==> src/rtl/arb_pkg.sv <==
package arb_pkg;
  localparam int WORD_W      = 32;
  localparam int BE_W        = WORD_W / 8;
  localparam int NUM_GRP     = 6;
  localparam int CTRL_GRP    = 3;   // group holding the soft-reset bit
  localparam int SRST_BIT    = 31;
  localparam int IDX_STATUS  = 16;
  localparam int IDX_SNAP    = 24;
  localparam int IDX_REV     = 32;

  typedef logic [WORD_W-1:0] word_t;

  localparam word_t STATUS_RST = 32'h0000_0000;
  localparam word_t SNAP_VAL   = 32'h0000_0000;
  localparam word_t REV_VAL    = 32'h0402_0000;

  // Low two bits of the word index select how a grouped word is modified.
  typedef enum logic [1:0] {
    OP_WR  = 2'd0,
    OP_SET = 2'd1,
    OP_CLR = 2'd2,
    OP_TOG = 2'd3
  } alias_op_e;

  // First word index of each aliased group.
  function automatic int grp_base(input int g);
    case (g)
      0:       return 0;    // power
      1:       return 4;    // transmit
      2:       return 8;    // receive
      3:       return 12;   // control
      4:       return 20;   // debug
      default: return 28;   // extended debug
    endcase
  endfunction

  function automatic word_t grp_default(input int g);
    case (g)
      0:       return 32'h001E_1C00;
      1:       return 32'h1006_0607;
      2:       return 32'h0000_0000;
      3:       return 32'hC020_0000;
      4:       return 32'h7F18_0000;
      default: return 32'h0000_1000;
    endcase
  endfunction

  // Groups reloaded by a soft reset.
  function automatic bit grp_soft(input int g);
    return g <= CTRL_GRP;
  endfunction

  // Next value of a grouped word for a given alias operation.
  function automatic word_t alias_apply(input alias_op_e op, input word_t cur,
                                        input word_t d);
    case (op)
      OP_WR:   return d;
      OP_SET:  return cur | d;
      OP_CLR:  return cur & ~d;
      default: return cur ^ d;
    endcase
  endfunction
endpackage

==> src/rtl/arb_decode.sv <==
module arb_decode
  import arb_pkg::*;
#(
  parameter int ADDR_W = 12
) (
  input  logic                   sel,
  input  logic                   we,
  input  logic [ADDR_W-1:0]      addr,
  input  logic [BE_W-1:0]        be,
  output logic [NUM_GRP-1:0]     grp_hit,
  output alias_op_e              op,
  output logic                   stat_hit,
  output logic                   snap_hit,
  output logic                   rev_hit,
  output logic                   acc_err,
  output logic                   wr_ok
);
  localparam int IW = ADDR_W - 2;

  logic [IW-1:0] idx;
  assign idx = addr[ADDR_W-1:2];

  assign acc_err = sel && ((addr[1:0] != 2'b00) || (be != {BE_W{1'b1}}));
  assign wr_ok   = sel && we && !acc_err;
  assign op      = alias_op_e'(idx[1:0]);

  for (genvar g = 0; g < NUM_GRP; g++) begin : g_hit
    localparam logic [IW-3:0] GSEL = (IW-2)'(grp_base(g) / 4);
    assign grp_hit[g] = (idx[IW-1:2] == GSEL);
  end

  assign stat_hit = (idx == IW'(IDX_STATUS));
  assign snap_hit = (idx == IW'(IDX_SNAP));
  assign rev_hit  = (idx == IW'(IDX_REV));
endmodule

==> src/rtl/arb_slot.sv <==
module arb_slot
  import arb_pkg::*;
#(
  parameter word_t RST_VAL = '0,
  parameter bit    SOFT_EN = 1'b0
) (
  input  logic      clk,
  input  logic      rst_n,
  input  logic      wr_hit,
  input  alias_op_e op,
  input  word_t     wdata,
  input  logic      srst,
  output word_t     q,
  output word_t     q_nxt
);
  assign q_nxt = alias_apply(op, q, wdata);

  always_ff @(posedge clk or negedge rst_n) begin
    if (!rst_n)               q <= RST_VAL;
    else if (SOFT_EN && srst) q <= RST_VAL;
    else if (wr_hit)          q <= q_nxt;
  end
endmodule

==> src/rtl/arb_rdmux.sv <==
module arb_rdmux
  import arb_pkg::*;
(
  input  logic [NUM_GRP-1:0]             grp_hit,
  input  logic [NUM_GRP-1:0][WORD_W-1:0] grp_q,
  input  word_t                          stat_q,
  input  logic                           stat_hit,
  input  logic                           snap_hit,
  input  logic                           rev_hit,
  input  logic                           acc_err,
  output word_t                          rdata
);
  always_comb begin
    rdata = '0;
    if (!acc_err) begin
      for (int g = 0; g < NUM_GRP; g++) begin
        if (grp_hit[g]) rdata = grp_q[g];
      end
      if (stat_hit) rdata = stat_q;
      if (snap_hit) rdata = SNAP_VAL;
      if (rev_hit)  rdata = REV_VAL;
    end
  end
endmodule

==> src/rtl/alias_reg_bank.sv <==
module alias_reg_bank
  import arb_pkg::*;
#(
  parameter int ADDR_W = 12
) (
  input  logic              clk,
  input  logic              rst_n,
  input  logic              bus_sel,
  input  logic              bus_we,
  input  logic [ADDR_W-1:0] bus_addr,
  input  logic [3:0]        bus_be,
  input  logic [31:0]       bus_wdata,
  output logic [31:0]       bus_rdata,
  output logic              bus_err
);
  logic [NUM_GRP-1:0]             grp_hit;
  alias_op_e                      op;
  logic                           stat_hit, snap_hit, rev_hit;
  logic                           acc_err, wr_ok;
  logic [NUM_GRP-1:0][WORD_W-1:0] grp_q;
  logic [NUM_GRP-1:0][WORD_W-1:0] grp_nxt;
  logic                           srst_fire;
  word_t                          stat_q;

  arb_decode #(.ADDR_W(ADDR_W)) u_dec (
    .sel      (bus_sel),
    .we       (bus_we),
    .addr     (bus_addr),
    .be       (bus_be),
    .grp_hit  (grp_hit),
    .op       (op),
    .stat_hit (stat_hit),
    .snap_hit (snap_hit),
    .rev_hit  (rev_hit),
    .acc_err  (acc_err),
    .wr_ok    (wr_ok)
  );

  // The soft reset fires when the written bit 31 is set and survives the
  // alias operation. This covers the plain, set and flip paths and excludes clear.
  assign srst_fire = wr_ok && grp_hit[CTRL_GRP] && bus_wdata[SRST_BIT]
                     && grp_nxt[CTRL_GRP][SRST_BIT];

  for (genvar g = 0; g < NUM_GRP; g++) begin : g_slot
    arb_slot #(
      .RST_VAL (grp_default(g)),
      .SOFT_EN (grp_soft(g))
    ) u_slot (
      .clk    (clk),
      .rst_n  (rst_n),
      .wr_hit (wr_ok && grp_hit[g]),
      .op     (op),
      .wdata  (bus_wdata),
      .srst   (srst_fire),
      .q      (grp_q[g]),
      .q_nxt  (grp_nxt[g])
    );
  end

  always_ff @(posedge clk or negedge rst_n) begin
    if (!rst_n)                stat_q <= STATUS_RST;
    else if (wr_ok && stat_hit) stat_q <= bus_wdata;
  end

  arb_rdmux u_rd (
    .grp_hit  (grp_hit),
    .grp_q    (grp_q),
    .stat_q   (stat_q),
    .stat_hit (stat_hit),
    .snap_hit (snap_hit),
    .rev_hit  (rev_hit),
    .acc_err  (acc_err),
    .rdata    (bus_rdata)
  );

  assign bus_err = acc_err;
endmodule

==> config.mk <==
export PLATFORM = sky130hd
export DESIGN_NAME = alias_reg_bank
export DESIGN_NICKNAME = d
export VERILOG_FILES = /design/src/rtl/arb_pkg.sv /design/src/rtl/arb_decode.sv /design/src/rtl/arb_slot.sv /design/src/rtl/arb_rdmux.sv /design/src/rtl/alias_reg_bank.sv
export SDC_FILE = /design/constraint.sdc
export NUM_CORES = 1
export LEC_CHECK = 0
export BUFFER_PORTS_ARGS = -buffer_cell sky130_fd_sc_hd__buf_2
export CAP_MARGIN = 20
export CORE_MARGIN = 2
export CORE_UTILIZATION = 58
export CTS_CLUSTER_SIZE = 14
export DETAILED_ROUTE_END_ITERATION = 10
export PLACE_DENSITY_LB_ADDON = 0.2
export SYNTH_ARGS = -nofsm -noshare
export SYNTH_HDL_FRONTEND = slang
export SYNTH_SLANG_ARGS = --single-unit
==> constraint.sdc <==
create_clock -name clk -period 2.3 [get_ports clk]
set_input_delay 0.23 -clock clk [delete_from_list [all_inputs] [get_ports clk]]
set_output_delay 0.23 -clock clk [all_outputs]
set_load 0.01 [all_outputs]
Yosys cells after proc, flatten, opt, wreduce, memory -nomap -nowiden --
Index checks and enable logic that the tools add are counted.
Word-level totals: memory bits (writable) 0, memories 0, latch bits 0, output and inout port bits 33, register bits 224, memory bits (read-only) 0
Cells by class: shifts and indexed selects 0, divide/modulo/power cells 0, reductions and logical operators 21, bitwise gates (word level) 19, $add $sub $neg 0, equality and inequality tests 11, order comparisons 0, multipliers 0, muxes and demuxes 24
Operators with widths (count):
- $mux W32 | 18
- $pmux W32 S3 | 6
- $and A32 B32 Y32 | 6
- $or A32 B32 Y32 | 6
- $xor A32 B32 Y32 | 6
- $not A32 Y32 | 1
- $eq A10 B5 Y1 const B | 2
- $eq A8 B2 Y1 const B | 2
- $eq A8 B3 Y1 const B | 2
- $logic_and A1 B1 Y1 | 12
- $eq A10 B6 Y1 const B | 1
- $reduce_bool A2 Y1 | 5
- $eq A8 B1 Y1 const B | 1
- $logic_not A8 Y1 | 1
- $ne A4 B4 Y1 const B | 1
- $eq A2 B1 Y1 const B | 1
- $eq A2 B2 Y1 const B | 1
- $logic_not A2 Y1 | 1
- $logic_not A1 Y1 | 1
- $logic_or A1 B1 Y1 | 1

Logic depth before layout (Yosys ltp) --
Gate-level depths: netlist of run 1.
depth after elaboration 11, mapped depth 9

Cells and area by module --
A second synthesis of run 1 with hierarchy kept.
Unflattened totals: cells, all modules 2956, area, all modules 26091.3 um^2
Modules (own cells, without submodules):
- arb_slot (g_slot[2].u_slot) | area an instance 3970.1 um^2, times used 1, cells an instance 454
- arb_slot (g_slot[1].u_slot) | area an instance 3856.2 um^2, times used 1, cells an instance 456
- arb_slot (g_slot[3].u_slot) | area an instance 3837.4 um^2, times used 1, cells an instance 455
- arb_slot (g_slot[0].u_slot) | area an instance 3821.2 um^2, times used 1, cells an instance 456
- arb_slot (g_slot[4].u_slot) | area an instance 3560.9 um^2, times used 1, cells an instance 408
- arb_slot (g_slot[5].u_slot) | area an instance 3550.9 um^2, times used 1, cells an instance 408
- arb_rdmux | area an instance 1960.6 um^2, times used 1, cells an instance 219
- alias_reg_bank | area an instance 1357.6 um^2, times used 1, cells an instance 75
- arb_decode | area an instance 176.4 um^2, times used 1, cells an instance 25

Worst setup path before layout of run 1 --
No wires, ideal clock.
path kind input to register, start point input port bus_wdata[31], end point register g_slot[0].u_slot.q[15], cell stages on the path 8, data arrival time 2.159 ns, path buffers 3, slack 0.055 ns, data required time 2.214 ns, cell sequence clkbuf_1 > inv_1 > ha_1 > mux4_2 > and4_1 > buf_6 > buf_6 > nor3_1
Between the ends: word-level cells in the longest chain between the ends 5
RTL lines:
- start: declaration | RTL line alias_reg_bank.sv:12 | input logic [31:0] bus_wdata,
- $not A32 Y32 | RTL line arb_pkg.sv:59 | OP_CLR: return cur & ~d;
- $and A32 B32 Y32 | RTL line arb_pkg.sv:59
- $pmux W32 S3 | RTL line arb_pkg.sv:56 | case (op)
- $logic_and A1 B1 Y1 (*) | RTL line alias_reg_bank.sv:42 | && grp_nxt[CTRL_GRP][SRST_BIT];
- $mux W32 / $reduce_bool A2 Y1 (equally long branches)
- end signal: assignment | RTL line arb_slot.sv:21 | else if (wr_hit) q <= q_nxt;
- end: declaration | RTL line arb_slot.sv:13 | output word_t q,
Mark *: on every way between the ends. The rest lies on a longest branch, timed or not. A chain may end at the register's enable or synchronous reset.

Worst setup path in the final report of run 1 --
start point register g_slot[0].u_slot.q[17], end point output port bus_rdata[17]
Between the ends: word-level cells in the longest chain between the ends 10
RTL lines:
- $mux W32 (6 in a row) | RTL line arb_rdmux.sv:17 | if (grp_hit[g]) rdata = grp_q[g];
- $mux W32 | RTL line arb_rdmux.sv:19 | if (stat_hit) rdata = stat_q;
- $mux W32 | RTL line arb_rdmux.sv:20 | if (snap_hit) rdata = SNAP_VAL;
- $mux W32 | RTL line arb_rdmux.sv:21 | if (rev_hit) rdata = REV_VAL;
- $mux W32 | RTL line arb_rdmux.sv:15 | if (!acc_err) begin
- end: declaration | RTL line alias_reg_bank.sv:13 | output logic [31:0] bus_rdata,
Every way passes these cells.

==> summary.md, run 1 <==
| Metric | Value |
|---|---|
| Status | finished with violations |
| Violated checks | negative setup slack |
| Final setup vio count | 2 |
| Synth Cell Area | between 20000 and 25000 um^2 |
| Count of input and output buffers | 84 |
| PD cells | around 400 nW/um^2 |
| Final cell count without fillers | a little under 3000 |
| Global-route wire length before repair | 108000 um |
| Top FF cell, synth | dfrtp_1 |
| Required time worst endpoint | 2.07 ns |
| Fin crit period | approximately 2.5 ns |
| Hold Crit Class | input port to register |
| Yosys top cell by area | dfrtp_1 |
| Max Slew Vio Count | 0 |
| DRT iter0 DRCs | between 1500 and 2000 |
| TritonCTS clock tree | built |
| Post-Syn Nets | 2812 |
| Worst Setup End Kind | output port |
| YS warnings | 0 |
| Top-level I/O count | 85 |
| Chip height | approximately 200 um |
| Post-DP HPWL | between 40000 and 50000 um |
| Inst Count DP | between 2000 and 3000 |
| Clock Root Buffer | clkbuf_16 |
| CP max FO | 4 |
| GRT Total Usage | between 30% and 40% |
| Gr ovfl total | 0 |
| Largest net degree at the start of global routing | ~150 |
| Top cell type's share of synthesized area | approximately 22% |
| Commonest non-fill, non-tap cell in the layout | ha_1 |
| DRT Pass-1 Iters | 5 |
| RSZ-0062 raised after global routing | yes |
| Seq cells post-synth | about 220 |
| Vias in the first global route | 19768 |
| Setup ws final | -0.231 ns |
| Routed WL | 67700 um |
| Arrival time worst endpoint | ~2.3 ns |
| Number of H-tree levels | 1 |
| Syn Area/Cell | 9.41 um^2 |
| Cells after Synth | 2376 |
| Bufs on Longest Clock Path | 3 |
| Setup crit start kind | register |
| Seq/Total Area, Yosys | approximately 25% |
| CORE AREA | approximately 38000 um^2 |
| Row cnt | slightly above 70 |
| Post-layout util | about two thirds |
| Clk Latency, worst-skew pair | between 0.5 and 0.6 ns |
| Die X-Extent | roughly 200 um |
| Clock skew | approximately 0.016 ns |
| Count of cell types in the netlist | 47 |
| Initial core utilization | approximately three fifths |
| GPL Wtd Cong | 0.921 |
| Period utilisation layout | 110% |
| Most frequent cells in the layout | 384 x ha_1, 354 x inv_1, 196 x dfrtp_1, 168 x a21oi_1, 149 x nor3_1 |
| Num CTS Buffers | 28 |
| Number of max-cap violations | 0 |
| Final Hold Vio Count | 0 |
| Layout cells sized above 1 | 21.2% |
| Power Total | between 10 and 15 mW |
| Fmax | around 400 MHz |
| Post-synth EDFFs | 0 |
| LEAKAGE | 12.0 nW |
| Max VDD drop | approximately 0.00064 V |
| Area contributors post-synth | dfrtp_1 22%, ha_1 21%, mux4_2 15%, inv_1 5.9%, mux2i_1 5.7% |
| Asr flop ratio synth | 100% |
| Clock slew at reported path FFs | approximately 0.060 ns |
| Die area | between 40000 and 50000 um^2 |
| Clock sinks | 224 |
| Worst slew pin tran | 1.01 ns |
| Routed vias/inst | roughly 6.4 |
| Nets | 2871 |
| Layout area overhead | 12.8% |
| Drc violations | 0 |
| Antenna violations before repair | 3 |
| DRT antenna net count | 0 |
| Crit path kind | register to output port |
| Vias | roughly 19000 |
| Rel. slew slack | between 30% and 40% |
| Filler cell count | approximately 3000 |
| Avg WL per Cell | between 20 and 25 um |
## metrics by stage
step                hold WS, ns  cell area [um^2]  setup WS, ns  TNS [ns]
floorplan               -0.0656             22400        0.0550         0
global placement          0.217             24200       -0.0213   -0.0270
detailed placement        0.210             24200       -0.0345   -0.0757
CTS                     0.00365             25100        -0.207    -0.351
global route             0.0343             25200        -0.272    -0.491
finish                   0.0284             25200        -0.231    -0.389
## worst paths after layout
| path | start | end | slack [ns] | cells after the start |
|---|---|---|---|---|
| max in group asynchronous | rst_n | g_slot[4].u_slot.q[30] | 1.27 | 3 |
| max reg2reg | g_slot[3].u_slot.q[31] | g_slot[0].u_slot.q[2] | 0.12 | 6 |
| min | bus_wdata[19] | stat_q[19] | 0.03 | 2 |
| max | g_slot[0].u_slot.q[17] | bus_rdata[17] | -0.23 | 5 |
| min in group asynchronous | rst_n | g_slot[2].u_slot.q[12] | 0.21 | 2 |
| min reg2reg | g_slot[4].u_slot.q[24] | g_slot[4].u_slot.q[24] | 0.51 | 2 |
## kinds of logic after synthesis
group	Yosys count	share of synthesized area, %
flops	224	25.2
buf+inv	547	9.82
compound gates	440	11.3
fa+ha+maj	384	21.5
simple gates	468	9.79
mux	313	22.4
## per-layer routing
metal  GRT usage (%)  share of wire (%)  vias to the layer above
li1                -                  -                     8470
met4            16.7                4.9                        0
met2            54.8                 47                      942
met1            43.5                 39                     9485
met3            6.30                9.1                      235
met5               0                  0                        -
## worst max-delay path, stage by stage, from the launching register on
cell and delay [ns]:
dfstp_2 0.56, or3b_4 0.38, a21oi_2 0.14, o221ai_2 0.11, a221oi_2 0.35, buf_2 0.20
## area by class of cell
type / instances / area [um^2] / share of cell area, %
repair buffers: 221 / 2030 / 8.04
flip-flops and latches: 224 / 5640 / 22.4
clock inverters: 3 / 15.0 / 0.0595
well taps: 511 / 639 / 2.54
inverters: 354 / 1330 / 5.27
diodes: 3 / 7.51 / 0.0298
multi-input cells: 1606 / 14700 / 58.3
clock buffers: 48 / 847 / 3.36
## flip-flops by register name, summed over array words and instances (netlist names)
register and flops:
stat_q 32, g_slot.u_slot.q 192
## power by group
| part | internal (mW) | total [mW] | switching (mW) |
|---|---|---|---|
| clock | 2.47 | 4.34 | 1.87 |
| sequential | 3.95 | 3.95 | 0.00389 |
| combinational | 0.784 | 1.86 | 1.07 |
## synthesized netlist by cell type, types with 2 or more instances
cell type and number:
buf_1 12, mux2i_1 127, mux2_2 40, o221a_2 12, o21ai_0 139, nand4_1 3, inv_1 354, o2bb2ai_1 2
or3_1 3, or4_1 3, a2bb2oi_1 3, nand2_1 100, a21oi_1 170, o221ai_1 2, nor2_2 2, a31oi_1 26
nand3_1 38, a211oi_1 27, nor2_1 116, ha_1 384, dfrtp_1 196, buf_2 54, dfstp_2 28, or3b_2 2
clkbuf_1 116, a221oi_1 3, nor4_1 34, a22o_1 12, buf_6 10, or2_2 3, o22ai_1 41, nand2b_1 3
nor3_1 152, mux4_2 146
## what timing repair did
item                                   4_1_cts  5_1_grt
gates resized for setup                      9       12
setup endpoints to repair                   12       27
pin swaps                                    7        4
endpoints found under the hold margin       54        0
buffers inserted                             3        4
hold buffers                                 3        0
cloned                                       1        0
Note: power is estimated with default switching activity, not from simulation.
==> run 2: changes to the inputs <==
--- a/config.mk
+++ b/config.mk
@@ -11,7 +11,7 @@
 export CORE_UTILIZATION = 58
 export CTS_CLUSTER_SIZE = 14
 export DETAILED_ROUTE_END_ITERATION = 10
-export PLACE_DENSITY_LB_ADDON = 0.2
+export PLACE_DENSITY_LB_ADDON = 0.12
 export SYNTH_ARGS = -nofsm -noshare
 export SYNTH_HDL_FRONTEND = slang
 export SYNTH_SLANG_ARGS = --single-unit
==> constraint.sdc (replaced) <==
create_clock -name clk -period 2.1 [get_ports clk]
set_input_delay 0.21 -clock clk [delete_from_list [all_inputs] [get_ports clk]]
set_output_delay 0.21 -clock clk [all_outputs]
set_load 0.01 [all_outputs]
==> summary.md, run 2 (synthesized netlist as in run 1, its figures left out) <==
| Metric | Value |
|---|---|
| Final hold slack | 0.0305 ns (+0.00207 ns) |
| GPL Wtd Cong | 0.929 (+0.90%) |
| DRT Pass-1 Iters | 6 (+1) |
| Number of H-tree levels | 1 (unchanged) |
| Status | finished with violations |
| Biggest regs | g_slot.u_slot.q x192, stat_q x32 |
| DRT iter0 DRCs | 1737 (-12%) |
| PD cells | 434 nW/um^2 (+7.9%) |
| Fin crit period | 2.49 ns |
| Rel. slew slack | 56.6% (+24 points) |
| Antenna violations before repair | 3 (unchanged) |
| Period utilisation layout | 118% |
| Clock Root Buffer | clkbuf_16 |
| CP max-delay cell | dfstp_2 |
| Initial core utilization | 59.1% (unchanged) |
| M2 GR Usage | 56.4% (+1.6 points) |
| GRT Total Usage | 34.3% (+0.52 points) |
| Die area | 40100 um^2 (unchanged) |
| Crit path max-delay family | compound AO/OA/AOI/OAI gates |
| Num CTS Buffers | 29 (+3.6%) |
| Count of input and output buffers | 84 (unchanged) |
| Vias in the first global route | 19986 (+1.1%) |
| Avg WL per Cell | 23.8 um (+4.2%) |
| Filler cell count | 2901 (-2.1%) |
| Met3 usage | 5.39% (-0.91 points) |
| Final Hold Vio Count | 0 (unchanged) |
| Worst path max stage delay | 0.55 ns (about the same) |
| Chip height | 200 um (unchanged) |
| Setup ws final | -0.387 ns (-0.156 ns) |
| LEAKAGE | 12.5 nW (+4.4%) |
| Max Slew Vio Count | 0 (unchanged) |
| Gr ovfl total | 0 (unchanged) |
| TritonCTS clock tree | built |
| Power Total | 11.6 mW (+14%) |
| Commonest non-fill, non-tap cell in the layout | ha_1 |
| Required time worst endpoint | 1.89 ns (-0.18 ns) |
| Worst min-delay path startpoint | bus_wdata[20] |
| Clk Latency, worst-skew pair | 0.57 ns (about the same) |
| Global-route wire length before repair | 110000 um (+1.7%) |
| Most frequent cells in the layout | 383 x ha_1, 350 x inv_1, 196 x dfrtp_1, 167 x a21oi_1, 146 x mux4_2 |
| Max reg flops | 192 (unchanged) |
| Die X-Extent | 200 um (unchanged) |
| Vias | 19699 (+3.0%) |
| Bufs on Longest Clock Path | 3 (unchanged) |
| Crit path kind | register to output port |
| Routed vias/inst | 6.50 (+0.89%) |
| Largest net degree at the start of global routing | 107 (-26%) |
| Setup crit start kind | register |
| Worst slew pin tran | 0.651 ns (-0.357 ns) |
| Number of max-cap violations | 0 (unchanged) |
| Gr busiest metal | met2 |
| Worst R2R Path Depth | 6 (unchanged) |
| Row cnt | 71 (unchanged) |
| Design area | 26700 um^2 (+5.8%) |
| Worst r2r src | g_slot[3].u_slot.q[31] |
| Biggest register | g_slot.u_slot.q |
| GRT met1 Usage | 44.1% (+0.61 points) |
| Clock skew | 0.0125 ns (-0.00314 ns) |
| Hold Crit Class | input port to register |
| Worst Setup SP | g_slot[0].u_slot.q[17] |
| Worst Setup End Kind | output port |
| DRT antenna net count | 0 (unchanged) |
| Layout cells sized above 1 | 27.1% (+5.9 points) |
| Fmax | slightly above 400 MHz |
| Top-level I/O count | 85 (unchanged) |
| TNS Setup | -3.48 ns (-3.09 ns) |
| Clock slew at reported path FFs | 0.06 ns (about the same) |
| Arrival time worst endpoint | 2.28 ns (-0.02 ns) |
| CP max FO | 2 (-2) |
| Routed WL | 72000 um (+6.4%) |
| Final setup vio count | 44 (+42) |
| Hold depth | 2 (unchanged) |
| CORE AREA | 37800 um^2 (unchanged) |
| Worst Path Buf+Inv | 1 (unchanged) |
| Cell Chain, Critical Path | or3b_4, a21oi_2, o221ai_2, a221oi_2, buf_2 |
| Post-place setup slack | -0.299 ns (-0.265 ns) |
| Levels on crit path | 5 (unchanged) |
| Post-DP HPWL | 44500 um (+2.9%) |
| Post-Place Cell Area | 24400 um^2 (+0.99%) |
| Clock sinks | 224 (unchanged) |
| RSZ-0062 raised after global routing | yes |
| Violated checks | negative setup slack |
| Nets | 2931 (+2.1%) |
| Layout area overhead | 19.3% |
| Max VDD drop | 0.000573 V (-10%) |
| Drc violations | 0 (unchanged) |
## run 2: cell types whose count changed in the layout (fill, tap and decap cells not counted), sizes merged
| cell | delta |
|---|---|
| and4 | +2 |
| dlygate4sd3 | +1 |
| clkbuf | +1 |
| or2 | +1 |
| clkinvlp | +3 |
| bufinv | +2 |
| buf | +47 |
| clkinv | +4 |
## run 2: path summary, 6_finish.rpt
path	to	slack [ns]
worst max-delay path	bus_rdata[17]	-0.39
min in group asynchronous	g_slot[1].u_slot.q[12]	0.22
worst min-delay path	stat_q[20]	0.03
worst min register to register	stat_q[15]	0.51
worst max register to register	g_slot[0].u_slot.q[27]	-0.05
max in group asynchronous	g_slot[4].u_slot.q[27]	1.07
## run 2: layout make-up
cell class,count,area (um^2),share of cell area [%]
multi-input cells,1609,15400,57.9
flip-flops and latches,224,5640,21.1
repair buffers,277,2650,9.93
inverters,354,1330,4.98
clock buffers,41,841,3.15
well taps,511,639,2.40
clock inverters,12,118,0.441
diodes,3,7.51,0.0281
## run 2: per-stage QoR
stage          util [%]  std cells
6_report           70.5       3031
5_1_grt            70.5       3031
4_1_cts            67.9       3005
3_5_place_dp       64.5       2942
3_3_place_gp       64.5       2942
2_1_floorplan         -       2376
## run 2: metal layers
layer | part of all wire, % | routed length, um
met5 | 0 | 0
met4 | 5.2 | 3730
met3 | 8.6 | 6230
met2 | 47 | 34100
met1 | 39 | 28000
## run 2: repair_timing
| action | in CTS | in global routing |
|---|---|---|
| setup endpoints to repair | 82 | 90 |
| gates resized for setup | 49 | 125 |
| hold buffers | 4 | 0 |
| gates cloned | 2 | 15 |
| buffers inserted | 4 | 8 |
| pin swaps | 16 | 48 |
| hold endpoints to repair | 50 | 0 |
## run 2: power by group
group / switching, mW / total [mW] / internal (mW)
combinational: 1.21 / 2.12 / 0.909
sequential: 0.00440 / 4.33 / 4.32
clock: 2.11 / 5.13 / 3.02
## run 2: worst register-to-register path, stage by stage, from the launching register on
cell and delay (ns):
dfstp_2 0.57, inv_2 0.06, ha_4 0.20, mux4_2 0.53, and4_4 0.29, clkbuf_16 0.22, nor3_2 0.19
